==> config.mk <==
export PLATFORM = sky130hd
export DESIGN_NAME = sort_route_fabric
export DESIGN_NICKNAME = d
export VERILOG_FILES = /design/src/rtl/sr_fabric_pkg.sv /design/src/rtl/sr_cmp_elem.sv /design/src/rtl/sr_bitonic_sorter.sv /design/src/rtl/sr_route_elem.sv /design/src/rtl/sr_omega_router.sv /design/src/rtl/sort_route_fabric.sv
export SDC_FILE = /design/constraint.sdc
export NUM_CORES = 1
export LEC_CHECK = 0
export ABC_AREA = 1
export BUFFER_PORTS_ARGS = -buffer_cell sky130_fd_sc_hd__clkbuf_2
export CORE_ASPECT_RATIO = 1.1
export CORE_MARGIN = 3
export CORE_UTILIZATION = 60
export CTS_CLUSTER_SIZE = 40
export DETAILED_ROUTE_END_ITERATION = 6
export PLACE_DENSITY = 0.83
export SLEW_MARGIN = 15
export SYNTH_ARGS = -nofsm -noshare
export SYNTH_HDL_FRONTEND = slang
export SYNTH_HIERARCHICAL = 1
export SYNTH_SLANG_ARGS = --single-unit
==> constraint.sdc <==
create_clock -name clk -period 2.1 [get_ports clk]
set_input_delay 0.42 -clock clk [delete_from_list [all_inputs] [get_ports clk]]
set_output_delay 0.42 -clock clk [all_outputs]
set_load 0.01 [all_outputs]
==> src/rtl/sr_fabric_pkg.sv <==
package sr_fabric_pkg;

    // Number of compare-exchange columns in a full bitonic sort of 2**lg lanes.
    function automatic int sort_depth(input int lg);
        return (lg * (lg + 1)) / 2;
    endfunction

    // Column index of merge phase p (run length 2**p), sub-step with span 2**q.
    function automatic int merge_column(input int p, input int q);
        return (p * (p - 1)) / 2 + (p - 1 - q);
    endfunction

    // Perfect shuffle: the lane that feeds shuffled position q (rotate right).
    function automatic int shuffle_src(input int q, input int lg);
        return (q >> 1) | ((q & 1) << (lg - 1));
    endfunction

endpackage

==> src/rtl/sr_cmp_elem.sv <==
// Compare-exchange on a whole packet. Key = {~valid, dest}, so an idle lane
// ranks above every real destination. Ties keep their positions.
module sr_cmp_elem #(
    parameter int DEST_W = 3,
    parameter int DATA_W = 8,
    parameter bit ASCEND = 1'b1
) (
    input  logic              a_vld,
    input  logic [DEST_W-1:0] a_dst,
    input  logic [DATA_W-1:0] a_dat,
    input  logic              b_vld,
    input  logic [DEST_W-1:0] b_dst,
    input  logic [DATA_W-1:0] b_dat,
    output logic              up_vld,
    output logic [DEST_W-1:0] up_dst,
    output logic [DATA_W-1:0] up_dat,
    output logic              dn_vld,
    output logic [DEST_W-1:0] dn_dst,
    output logic [DATA_W-1:0] dn_dat
);
    logic [DEST_W:0] key_a;
    logic [DEST_W:0] key_b;
    logic            swap;

    always_comb begin
        key_a = {~a_vld, a_dst};
        key_b = {~b_vld, b_dst};
        swap  = ASCEND ? (key_a > key_b) : (key_a < key_b);
        if (swap) begin
            up_vld = b_vld; up_dst = b_dst; up_dat = b_dat;
            dn_vld = a_vld; dn_dst = a_dst; dn_dat = a_dat;
        end else begin
            up_vld = a_vld; up_dst = a_dst; up_dat = a_dat;
            dn_vld = b_vld; dn_dst = b_dst; dn_dat = b_dat;
        end
    end
endmodule

==> src/rtl/sr_bitonic_sorter.sv <==
// Combinational bitonic sorter built by merging runs of 1, 2, 4, ... lanes.
module sr_bitonic_sorter
    import sr_fabric_pkg::*;
#(
    parameter int N      = 8,
    parameter int DEST_W = 3,
    parameter int DATA_W = 8
) (
    input  logic [N-1:0]             in_vld,
    input  logic [N-1:0][DEST_W-1:0] in_dst,
    input  logic [N-1:0][DATA_W-1:0] in_dat,
    output logic [N-1:0]             out_vld,
    output logic [N-1:0][DEST_W-1:0] out_dst,
    output logic [N-1:0][DATA_W-1:0] out_dat
);
    localparam int LG    = $clog2(N);
    localparam int DEPTH = sort_depth(LG);

    logic              lv [DEPTH+1][N];
    logic [DEST_W-1:0] ld [DEPTH+1][N];
    logic [DATA_W-1:0] lp [DEPTH+1][N];

    for (genvar gi = 0; gi < N; gi++) begin : g_edge
        assign lv[0][gi]   = in_vld[gi];
        assign ld[0][gi]   = in_dst[gi];
        assign lp[0][gi]   = in_dat[gi];
        assign out_vld[gi] = lv[DEPTH][gi];
        assign out_dst[gi] = ld[DEPTH][gi];
        assign out_dat[gi] = lp[DEPTH][gi];
    end

    for (genvar gp = 1; gp <= LG; gp++) begin : g_phase
        for (genvar gr = 0; gr < gp; gr++) begin : g_step
            localparam int Q    = gp - 1 - gr;
            localparam int COL  = merge_column(gp, Q);
            localparam int SPAN = 1 << Q;
            localparam int RUN  = 1 << gp;
            for (genvar gi = 0; gi < N; gi++) begin : g_lane
                if ((gi & SPAN) == 0) begin : g_cmp
                    sr_cmp_elem #(
                        .DEST_W(DEST_W),
                        .DATA_W(DATA_W),
                        .ASCEND((gi & RUN) == 0)
                    ) i_cmp (
                        .a_vld (lv[COL][gi]),
                        .a_dst (ld[COL][gi]),
                        .a_dat (lp[COL][gi]),
                        .b_vld (lv[COL][gi+SPAN]),
                        .b_dst (ld[COL][gi+SPAN]),
                        .b_dat (lp[COL][gi+SPAN]),
                        .up_vld(lv[COL+1][gi]),
                        .up_dst(ld[COL+1][gi]),
                        .up_dat(lp[COL+1][gi]),
                        .dn_vld(lv[COL+1][gi+SPAN]),
                        .dn_dst(ld[COL+1][gi+SPAN]),
                        .dn_dat(lp[COL+1][gi+SPAN])
                    );
                end
            end
        end
    end
endmodule

==> src/rtl/sr_route_elem.sv <==
// 2x2 self-routing element: routing bit 0 -> output 0 (upper), 1 -> output 1.
module sr_route_elem #(
    parameter int DEST_W = 3,
    parameter int DATA_W = 8,
    parameter int SEL    = 0
) (
    input  logic              a_vld,
    input  logic [DEST_W-1:0] a_dst,
    input  logic [DATA_W-1:0] a_dat,
    input  logic              b_vld,
    input  logic [DEST_W-1:0] b_dst,
    input  logic [DATA_W-1:0] b_dat,
    output logic              o0_vld,
    output logic [DEST_W-1:0] o0_dst,
    output logic [DATA_W-1:0] o0_dat,
    output logic              o1_vld,
    output logic [DEST_W-1:0] o1_dst,
    output logic [DATA_W-1:0] o1_dat
);
    always_comb begin
        o0_vld = 1'b0; o0_dst = '0; o0_dat = '0;
        o1_vld = 1'b0; o1_dst = '0; o1_dat = '0;
        if (a_vld && !a_dst[SEL]) begin
            o0_vld = 1'b1; o0_dst = a_dst; o0_dat = a_dat;
        end else if (b_vld && !b_dst[SEL]) begin
            o0_vld = 1'b1; o0_dst = b_dst; o0_dat = b_dat;
        end
        if (a_vld && a_dst[SEL]) begin
            o1_vld = 1'b1; o1_dst = a_dst; o1_dat = a_dat;
        end else if (b_vld && b_dst[SEL]) begin
            o1_vld = 1'b1; o1_dst = b_dst; o1_dat = b_dat;
        end
    end
endmodule

==> src/rtl/sr_omega_router.sv <==
// Shuffle-exchange routing network: each stage shuffles the lanes and then
// steers pairs on one destination bit, most significant bit first.
module sr_omega_router
    import sr_fabric_pkg::*;
#(
    parameter int N      = 8,
    parameter int DEST_W = 3,
    parameter int DATA_W = 8
) (
    input  logic [N-1:0]             in_vld,
    input  logic [N-1:0][DEST_W-1:0] in_dst,
    input  logic [N-1:0][DATA_W-1:0] in_dat,
    output logic [N-1:0]             out_vld,
    output logic [N-1:0][DEST_W-1:0] out_dst,
    output logic [N-1:0][DATA_W-1:0] out_dat
);
    localparam int LG = $clog2(N);

    logic              rv [LG+1][N];
    logic [DEST_W-1:0] rd [LG+1][N];
    logic [DATA_W-1:0] rp [LG+1][N];

    for (genvar gi = 0; gi < N; gi++) begin : g_edge
        assign rv[0][gi]   = in_vld[gi];
        assign rd[0][gi]   = in_dst[gi];
        assign rp[0][gi]   = in_dat[gi];
        assign out_vld[gi] = rv[LG][gi];
        assign out_dst[gi] = rd[LG][gi];
        assign out_dat[gi] = rp[LG][gi];
    end

    for (genvar gs = 0; gs < LG; gs++) begin : g_stage
        localparam int BIT = LG - 1 - gs;
        for (genvar ge = 0; ge < N / 2; ge++) begin : g_elem
            localparam int UP = shuffle_src(2 * ge, LG);
            localparam int LO = shuffle_src(2 * ge + 1, LG);
            sr_route_elem #(
                .DEST_W(DEST_W),
                .DATA_W(DATA_W),
                .SEL   (BIT)
            ) i_elem (
                .a_vld (rv[gs][UP]),
                .a_dst (rd[gs][UP]),
                .a_dat (rp[gs][UP]),
                .b_vld (rv[gs][LO]),
                .b_dst (rd[gs][LO]),
                .b_dat (rp[gs][LO]),
                .o0_vld(rv[gs+1][2*ge]),
                .o0_dst(rd[gs+1][2*ge]),
                .o0_dat(rp[gs+1][2*ge]),
                .o1_vld(rv[gs+1][2*ge+1]),
                .o1_dst(rd[gs+1][2*ge+1]),
                .o1_dat(rp[gs+1][2*ge+1])
            );
        end
    end
endmodule

==> src/rtl/sort_route_fabric.sv <==
// Sort-then-route fabric: sorter -> register -> router -> register.
module sort_route_fabric #(
    parameter int PORTS  = 8,
    parameter int DATA_W = 8,
    localparam int DEST_W = $clog2(PORTS)
) (
    input  logic                       clk,
    input  logic                       rst_n,
    input  logic [PORTS-1:0]           in_valid,
    input  logic [PORTS*DEST_W-1:0]    in_dest,
    input  logic [PORTS*DATA_W-1:0]    in_data,
    output logic [PORTS-1:0]           out_valid,
    output logic [PORTS*DATA_W-1:0]    out_data
);
    typedef struct packed {
        logic [PORTS-1:0]             s_vld;
        logic [PORTS-1:0][DEST_W-1:0] s_dst;
        logic [PORTS-1:0][DATA_W-1:0] s_dat;
        logic [PORTS-1:0]             o_vld;
        logic [PORTS-1:0][DEST_W-1:0] o_dst;
        logic [PORTS-1:0][DATA_W-1:0] o_dat;
    } pipe_t;

    pipe_t pipe_d;
    pipe_t pipe_q;

    logic [PORTS-1:0][DEST_W-1:0] in_dst_w;
    logic [PORTS-1:0][DATA_W-1:0] in_dat_w;
    logic [PORTS-1:0]             srt_vld;
    logic [PORTS-1:0][DEST_W-1:0] srt_dst;
    logic [PORTS-1:0][DATA_W-1:0] srt_dat;
    logic [PORTS-1:0]             rt_vld;
    logic [PORTS-1:0][DEST_W-1:0] rt_dst;
    logic [PORTS-1:0][DATA_W-1:0] rt_dat;

    assign in_dst_w = in_dest;
    assign in_dat_w = in_data;

    sr_bitonic_sorter #(
        .N(PORTS), .DEST_W(DEST_W), .DATA_W(DATA_W)
    ) i_sorter (
        .in_vld (in_valid),
        .in_dst (in_dst_w),
        .in_dat (in_dat_w),
        .out_vld(srt_vld),
        .out_dst(srt_dst),
        .out_dat(srt_dat)
    );

    sr_omega_router #(
        .N(PORTS), .DEST_W(DEST_W), .DATA_W(DATA_W)
    ) i_router (
        .in_vld (pipe_q.s_vld),
        .in_dst (pipe_q.s_dst),
        .in_dat (pipe_q.s_dat),
        .out_vld(rt_vld),
        .out_dst(rt_dst),
        .out_dat(rt_dat)
    );

    always_comb begin
        pipe_d       = pipe_q;
        pipe_d.s_vld = srt_vld;
        pipe_d.s_dst = srt_dst;
        pipe_d.s_dat = srt_dat;
        pipe_d.o_vld = rt_vld;
        pipe_d.o_dst = rt_dst;
        pipe_d.o_dat = rt_dat;
    end

    always_ff @(posedge clk or negedge rst_n) begin
        if (!rst_n) begin
            pipe_q <= '0;
        end else begin
            pipe_q <= pipe_d;
        end
    end

    assign out_valid = pipe_q.o_vld;
    assign out_data  = pipe_q.o_dat;
endmodule

==> metrics.md, run 1 <==
| Metric | Value |
|---|---|
| Warnings from Yosys | 6 |
| Last stage | global routing |
| Hpwl dp | 64150 um |
| # rows | 72 |
| Initial core utilization | 61.25% |
| Synthesized area | 21740 um2 |
| Placed cell count | 4186 |
| Avg Cell Area, Syn | 6.463 um2 |
| Die Height | 205.6 um |
| H-tree Lvls | 4 |
| Worst-case clock buffer depth | 2 |
| Worst_ep kind | register data pin |
| Outcome | did not finish |
| Port bufs | 169 |
| Inserted Clock Buffers | 17 |
| Largest net degree at the start of global routing | 74 |
| Global Route Usage Sum | 75.13% |
| I/O Pins | 170 |
| Grt total ovfl | 225 |
| Run Error | [ERROR GRT-0232] Routing congestion too high. Check the congestion heatmap in the GUI. |
| Cell Area, Placed | 25260 um2 |
| Post-synth net total | 3564 |
| DP Worst Slack | -4.458 ns |
| Worst_ep grt | pipe_q[186]$_DFF_PN0_/D |
| Clock Tree Root | clkbuf_16 |
| GP Congestion | 1.102 |
| Syn Inst Count | 3364 |
| Die Span X | 187.5 um |
## through the flow
stage / TNS, ns / util, %
global placement: -393.37 / 71.18
floorplan: -364.07 / -
CTS: -336.55 / 81.40
detailed placement: -417.41 / 71.18
## per-layer routing
| metal | global-route usage [%] | GRT overflow |
|---|---|---|
| met5 | 19.87 | 1 |
| met4 | 81.43 | 76 |
| met3 | 57.73 | 1 |
| met2 | 94.55 | 143 |
| met1 | 72.31 | 4 |
## timing repair
action	in CTS
buffers inserted	121
gates cloned	26
endpoints found under the setup margin	96
pin swaps	132
hold buffers	1
resized for setup	348
endpoints found under the hold margin	34
==> run 2: changes to the inputs <==
--- a/config.mk
+++ b/config.mk
@@ -7,12 +7,10 @@
 export LEC_CHECK = 0
 export ABC_AREA = 1
 export BUFFER_PORTS_ARGS = -buffer_cell sky130_fd_sc_hd__clkbuf_2
-export CORE_ASPECT_RATIO = 1.1
 export CORE_MARGIN = 3
-export CORE_UTILIZATION = 60
-export CTS_CLUSTER_SIZE = 40
+export CORE_UTILIZATION = 40
 export DETAILED_ROUTE_END_ITERATION = 6
-export PLACE_DENSITY = 0.83
+export PLACE_DENSITY_LB_ADDON = 0.15
 export SLEW_MARGIN = 15
 export SYNTH_ARGS = -nofsm -noshare
 export SYNTH_HDL_FRONTEND = slang
==> run 2 against run 1 <==
Synthesized cell count stayed put. The flow now finishes, with violations (setup timing). Area after synthesis stayed put.
==> metrics.md, run 2 <==
| Metric | Value |
|---|---|
| Placed cell count | 4398 |
| Met1 wire length | 33370 um |
| Worst slew pin tran | 0.3944 ns |
| Maximum clock rate | 174.9 MHz |
| Avg Cell Area, Syn | 6.463 um2 |
| RSZ-0062 raised after global routing | true |
| Commonest non-fill, non-tap cell in the layout | nand2_1 |
| Outcome | complete, but fails checks |
| H-tree Lvls | 4 |
| Initial core utilization | 40.88% |
| Fin. max-slew vios | 0 |
| WL met3 | 2432 um |
| Worst flop-to-flop path startpoint | pipe_q[191]$_DFF_PN0_ |
| WHS | 0.4559 ns |
| Setup Skew | 0.009688 ns |
| Top sig layer | met4 |
| Iter 0 DRT Violations | 1345 |
| Die Height | 239.1 um |
| Final Hold Viols | 0 |
| Core Footprint | 53180 um2 |
| Post-synth net total | 3564 |
| Hold Crit Class | in2async |
| Synthesized area | 21740 um2 |
| Vias in the first global route | 22454 |
| Largest register by flop count | pipe_q |
| Initial antenna violation count | 0 |
| Hpwl dp | 71270 um |
| Crit-path max cell delay | 0.27 ns |
| # rows | 84 |
| Syn Inst Count | 3364 |
| R2r endpoint | out_data[56]$_DFF_PN0_ |
| DRC | 0 |
| Vias post-DR | 23442 |
| Inserted Clock Buffers | 17 |
| Worst-path clk slew | 0.07 ns |
| Post-Route WL | 86170 um |
| CP dominant cell by count | nand2_4 |
| Port bufs | 169 |
| Via density per instance | 5.101 |
| Fin crit period | 5.718 ns |
| Number of flip-flops in the largest register | 96 |
| Filler instances | 5056 |
| Footprint of the multi-input gates | 16990 um2 |
| Skew-Pair Late Insertion Delay | 0.44 ns |
| WS Path Type | in2reg |
| Routed met2 length | 45330 um |
| CP max FO | 8 |
| Final setup viols | 96 |
| Area growth, synth to finish | 36.84% |
| Avg WL per Cell | 18.75 um |
| Largest net degree at the start of global routing | 42 |
| Final period utilization | 272.3% |
| Worst-case clock buffer depth | 2 |
| Global Route Usage Sum | 29.26% |
| Worst R2R Path Depth | 11 |
| CP Capture Type | flop |
| Crit start category | primary input |
| Routed Antenna Nets | 0 |
| Violated checks | setup timing |
| Top delay family on crit path | simple AND/OR/NAND/NOR gates |
| Slew margin rel. | 73.64% |
| Max Cap Viol | 0 |
| Most frequent cells in the layout | nand2_1, nand3_1, nand2_2 |
| Setup TNS | -342.94 ns |
| GP Congestion | 1.058 |
| Non-Filler Instances | 4596 |
| Critical-path top delay cell | ha_4 |
| First-pass GRT wire length | 129600 um |
| Die area | 57190 um2 |
| Buf/Inv on CP | 17 |
| Layout cells sized above 1 | 45.75% |
| Final worst-path setup slack | -3.618 ns |
| Worst EP arrival | 6.04 ns |
| Grt total ovfl | 0 |
| Reg area | 4204 um2 |
| Register-to-Register Setup Slack | 0.17 ns |
| # nets final | 4095 |
| Critical Path RT | 2.43 ns |
| Warnings from Yosys | 6 |
| CTS tree | yes |
| Clock Tree Root | clkbuf_16 |
| Clock sinks | 168 |
| Die Span X | 239.1 um |
| I/O Pins | 170 |
| 1st-pass router iterations | 5 |
| Inserted Diodes | 0 |
[run 2: what timing repair did]
item	4_1_cts	5_1_grt
hold endpoints to repair	33	0
endpoints found under the setup margin	96	125
setup buffers	91	54
gates resized for setup	220	284
hold buffers	1	0
pin swaps	141	196
cloned	17	5
[run 2: worst reg2reg max path, delay by kind of cell, from the launching register on]
family        cells  cell delay, ns
simple gates      8            1.05
buf+inv           3            0.38
flops             1            0.40
[run 2: how the worst max path moves through the flow]
| stage | slack [ns] | from | depth (start not counted) | to |
|---|---|---|---|---|
| after detailed placement | -4.42 | in_dest[4] | 51 | pipe_q[117]$_DFF_PN0_ |
| after CTS | -3.62 | in_valid[0] | 54 | pipe_q[144]$_DFF_PN0_ |
| after floorplan | -3.81 | in_valid[2] | 54 | pipe_q[163]$_DFF_PN0_ |
| final | -3.62 | in_valid[2] | 53 | pipe_q[162]$_DFF_PN0_ |
| after global routing | -3.86 | in_valid[4] | 54 | pipe_q[126]$_DFF_PN0_ |
| after global placement | -4.25 | in_valid[0] | 50 | pipe_q[117]$_DFF_PN0_ |
[run 2: layout make-up]
class	count	share of cell area [%]
Multi-Input combinational cell	2712	57.10
Timing Repair Buffer	756	20.48
Sequential cell	168	14.13
Inverter	240	3.306
Tap cell	688	2.894
Clock buffer	19	1.489
Clock inverter	13	0.6014
[run 2: per-layer routing]
| layer | up-vias | global-route usage, % |
|---|---|---|
| met5 | - | 0 |
| met4 | 0 | 13.41 |
| li1 | 11679 | - |
| met1 | 11074 | 32.89 |
| met3 | 178 | 2.296 |
| met2 | 511 | 55.89 |
[run 2: stage by stage]
stage,util [%],setup WS [ns],instance area [um2]
3_5_place_dp,48.11,-4.415,25590
5_1_grt,55.94,-3.860,29750
3_3_place_gp,48.11,-4.248,25590
6_report,55.94,-3.618,29750
2_1_floorplan,-,-3.810,22870
4_1_cts,52.89,-3.618,28130
Power of run 2 is left out: the tool's default activity adds up to more than one toggle a clock period on the data nets, which glitch-free logic cannot reach.
==> run 3: changes to the inputs <==
--- a/config.mk
+++ b/config.mk
@@ -8,7 +8,7 @@
 export ABC_AREA = 1
 export BUFFER_PORTS_ARGS = -buffer_cell sky130_fd_sc_hd__clkbuf_2
 export CORE_MARGIN = 3
-export CORE_UTILIZATION = 40
+export CORE_UTILIZATION = 52
 export DETAILED_ROUTE_END_ITERATION = 6
 export PLACE_DENSITY_LB_ADDON = 0.15
 export SLEW_MARGIN = 15
==> run 3 against run 2 <==
The run still ends with setup timing left. Maximum frequency decreased by 2.5%. Sequential share of layout area increased by 0.16 points. Die area is 23% lower. Register-to-register slack worse by 0.05 ns. Clock skew is 0.0013 ns higher. Via count up 4.2%. Global-route usage grew 6.0 points. Non-clock buffer count shrank 7. Utilization grew 16 points. First-iteration DRC count is 58% higher. Critical path type unchanged. Highest routed layer unchanged.
==> metrics.md, run 3 (synthesis gave the netlist of run 2 again) <==
| Metric | Value |
|---|---|
| Outcome | complete, but fails checks |
| Violated checks | setup timing |
| Final Util | 71.55% |
| Final worst-path setup slack | -3.765 ns |
| Final Hold Viols | 0 |
| Initial antenna violation count | 0 |
| Grt total ovfl | 0 |
| Worst-path clk slew | 0.07 ns |
| H-tree Lvls | 4 |
| Initial core utilization | 52.89% |
| WS Path Type | in2reg |
| Vias in the first global route | 22794 |
| Final period utilization | 279.3% |
| Via density per instance | 5.510 |
| Clock sinks | 168 |
| Number of flip-flops in the largest register | 96 |
| Setup TNS | -352.56 ns |
| Clock Tree Root | clkbuf_16 |
| Port bufs | 169 |
| # rows | 74 |
| Critical Path RT | 2.43 ns |
| Fin. max-slew vios | 0 |
| 1st-pass router iterations | 6 |
| Fin crit period | 5.865 ns |
| Die area | 44300 um2 |
| Maximum clock rate | 170.5 MHz |
| Core Footprint | 41110 um2 |
| Slew margin rel. | 75.58% |
| Worst-case clock buffer depth | 2 |
| Non-Filler Instances | 4431 |
| Worst EP arrival | 6.19 ns |
| Most frequent cells in the layout | nand2_1, nand3_1, nand2_2 |
| GP Congestion | 1.065 |
| Max Cap Viol | 0 |
| Post-Route WL | 84550 um |
| First-pass GRT wire length | 123500 um |
| RSZ-0062 raised after global routing | true |
| Buf/Inv on CP | 13 |
| Critical-path top delay cell | ha_4 |
| Inserted Diodes | 0 |
| CP max FO | 12 |
| Routed Antenna Nets | 0 |
| Global Route Usage Sum | 35.30% |
| Iter 0 DRT Violations | 2129 |
| Crit start category | primary input |
| CP Capture Type | flop |
| Final setup viols | 96 |
| Placed cell count | 4224 |
| Avg WL per Cell | 19.08 um |
| CTS tree | yes |
| Skew-Pair Late Insertion Delay | 0.45 ns |
| Crit-path max cell delay | 0.29 ns |
| I/O Pins | 170 |
| DRC | 0 |
| Die Span X | 210.5 um |
| CP dominant cell by count | nand2_2 |
| Largest net degree at the start of global routing | 50 |
| Top delay family on crit path | simple AND/OR/NAND/NOR gates |
| # nets final | 4086 |
| Layout cells sized above 1 | 45.78% |
| Setup Skew | 0.01099 ns |
| Inserted Clock Buffers | 17 |
| Hold Crit Class | in2async |
| Register-to-Register Setup Slack | 0.12 ns |
| Vias post-DR | 24417 |
| Commonest non-fill, non-tap cell in the layout | nand2_1 |
| Die Height | 210.5 um |
| Worst slew pin tran | 0.3655 ns |
| Largest register by flop count | pipe_q |
| Area growth, synth to finish | 35.30% |
| Hpwl dp | 65050 um |
run 3: cell types whose count changed in the layout (fill, tap and decap cells not counted), moves of 3 or more:
cell,previous run,this run
nand2_4,127,120
ha_1,37,31
buf_4,480,475
buf_8,10,5
nand2_1,1077,1082
ha_2,0,4
inv_2,91,95
nand2_2,506,509
nand2_8,48,45
run 3: path summary, 6_finish.rpt:
| check | startpoint | end | depth (start not counted) |
|---|---|---|---|
| min | rst_n | out_data[19]$_DFF_PN0_ | 2 |
| max | in_valid[3] | pipe_q[97]$_DFF_PN0_ | 48 |
| max in group asynchronous | rst_n | pipe_q[97]$_DFF_PN0_ | 3 |
| min in group clk | pipe_q[102]$_DFF_PN0_ | out_data[62]$_DFF_PN0_ | 6 |
| min reg2reg | pipe_q[102]$_DFF_PN0_ | out_data[62]$_DFF_PN0_ | 6 |
| max reg2reg | pipe_q[174]$_DFF_PN0_ | out_data[17]$_DFF_PN0_ | 12 |
run 3: final cells by class:
class / count / area (um2)
Multi-Input combinational cell: 2710 / 16930
Fill cell: 3175 / 11690
Clock buffer: 18 / 439.2
Sequential cell: 168 / 4204
Clock inverter: 14 / 160.2
Timing Repair Buffer: 749 / 6038
Tap cell: 532 / 665.6
Inverter: 240 / 978.4
run 3: worst reg2reg max path: stages (launching register included):
cell	delay, ns
dfrtp_1	0.47
nor2_4	0.17
nand3_1	0.09
nand2_2	0.19
nand2_1	0.19
inv_2	0.09
nand2_1	0.05
nand2_1	0.11
inv_1	0.06
nand2_2	0.17
inv_2	0.11
nand2_1	0.08
nand2_1	0.07
run 3: timing repair:
action / CTS / global route
endpoints found under the setup margin: 96 / 151
pin swaps: 167 / 160
resized for setup: 255 / 227
buffers inserted: 101 / 51
endpoints found under the hold margin: 31 / 0
hold buffers: 1 / 0
gates cloned: 14 / 8
run 3: per-layer routing:
layer,global-route usage (%),vias up,part of all wire [%]
met1,37.98,11395,36
met3,5.045,354,5.5
met2,64.62,1009,50
li1,-,11659,-
met4,23.05,0,8.3
met5,0,-,0
run 3: metrics by stage:
step	hold WS (ns)	area [um2]	worst slack [ns]
final	0.4347	29420	-3.765
after global routing	0.4513	29420	-3.949
after CTS	0.4313	27990	-3.542
after detailed placement	0.3283	25240	-4.377
after global placement	0.3296	25240	-4.215
after floorplan	0.1244	22870	-3.810
Power of run 3 is left out for the same reason.
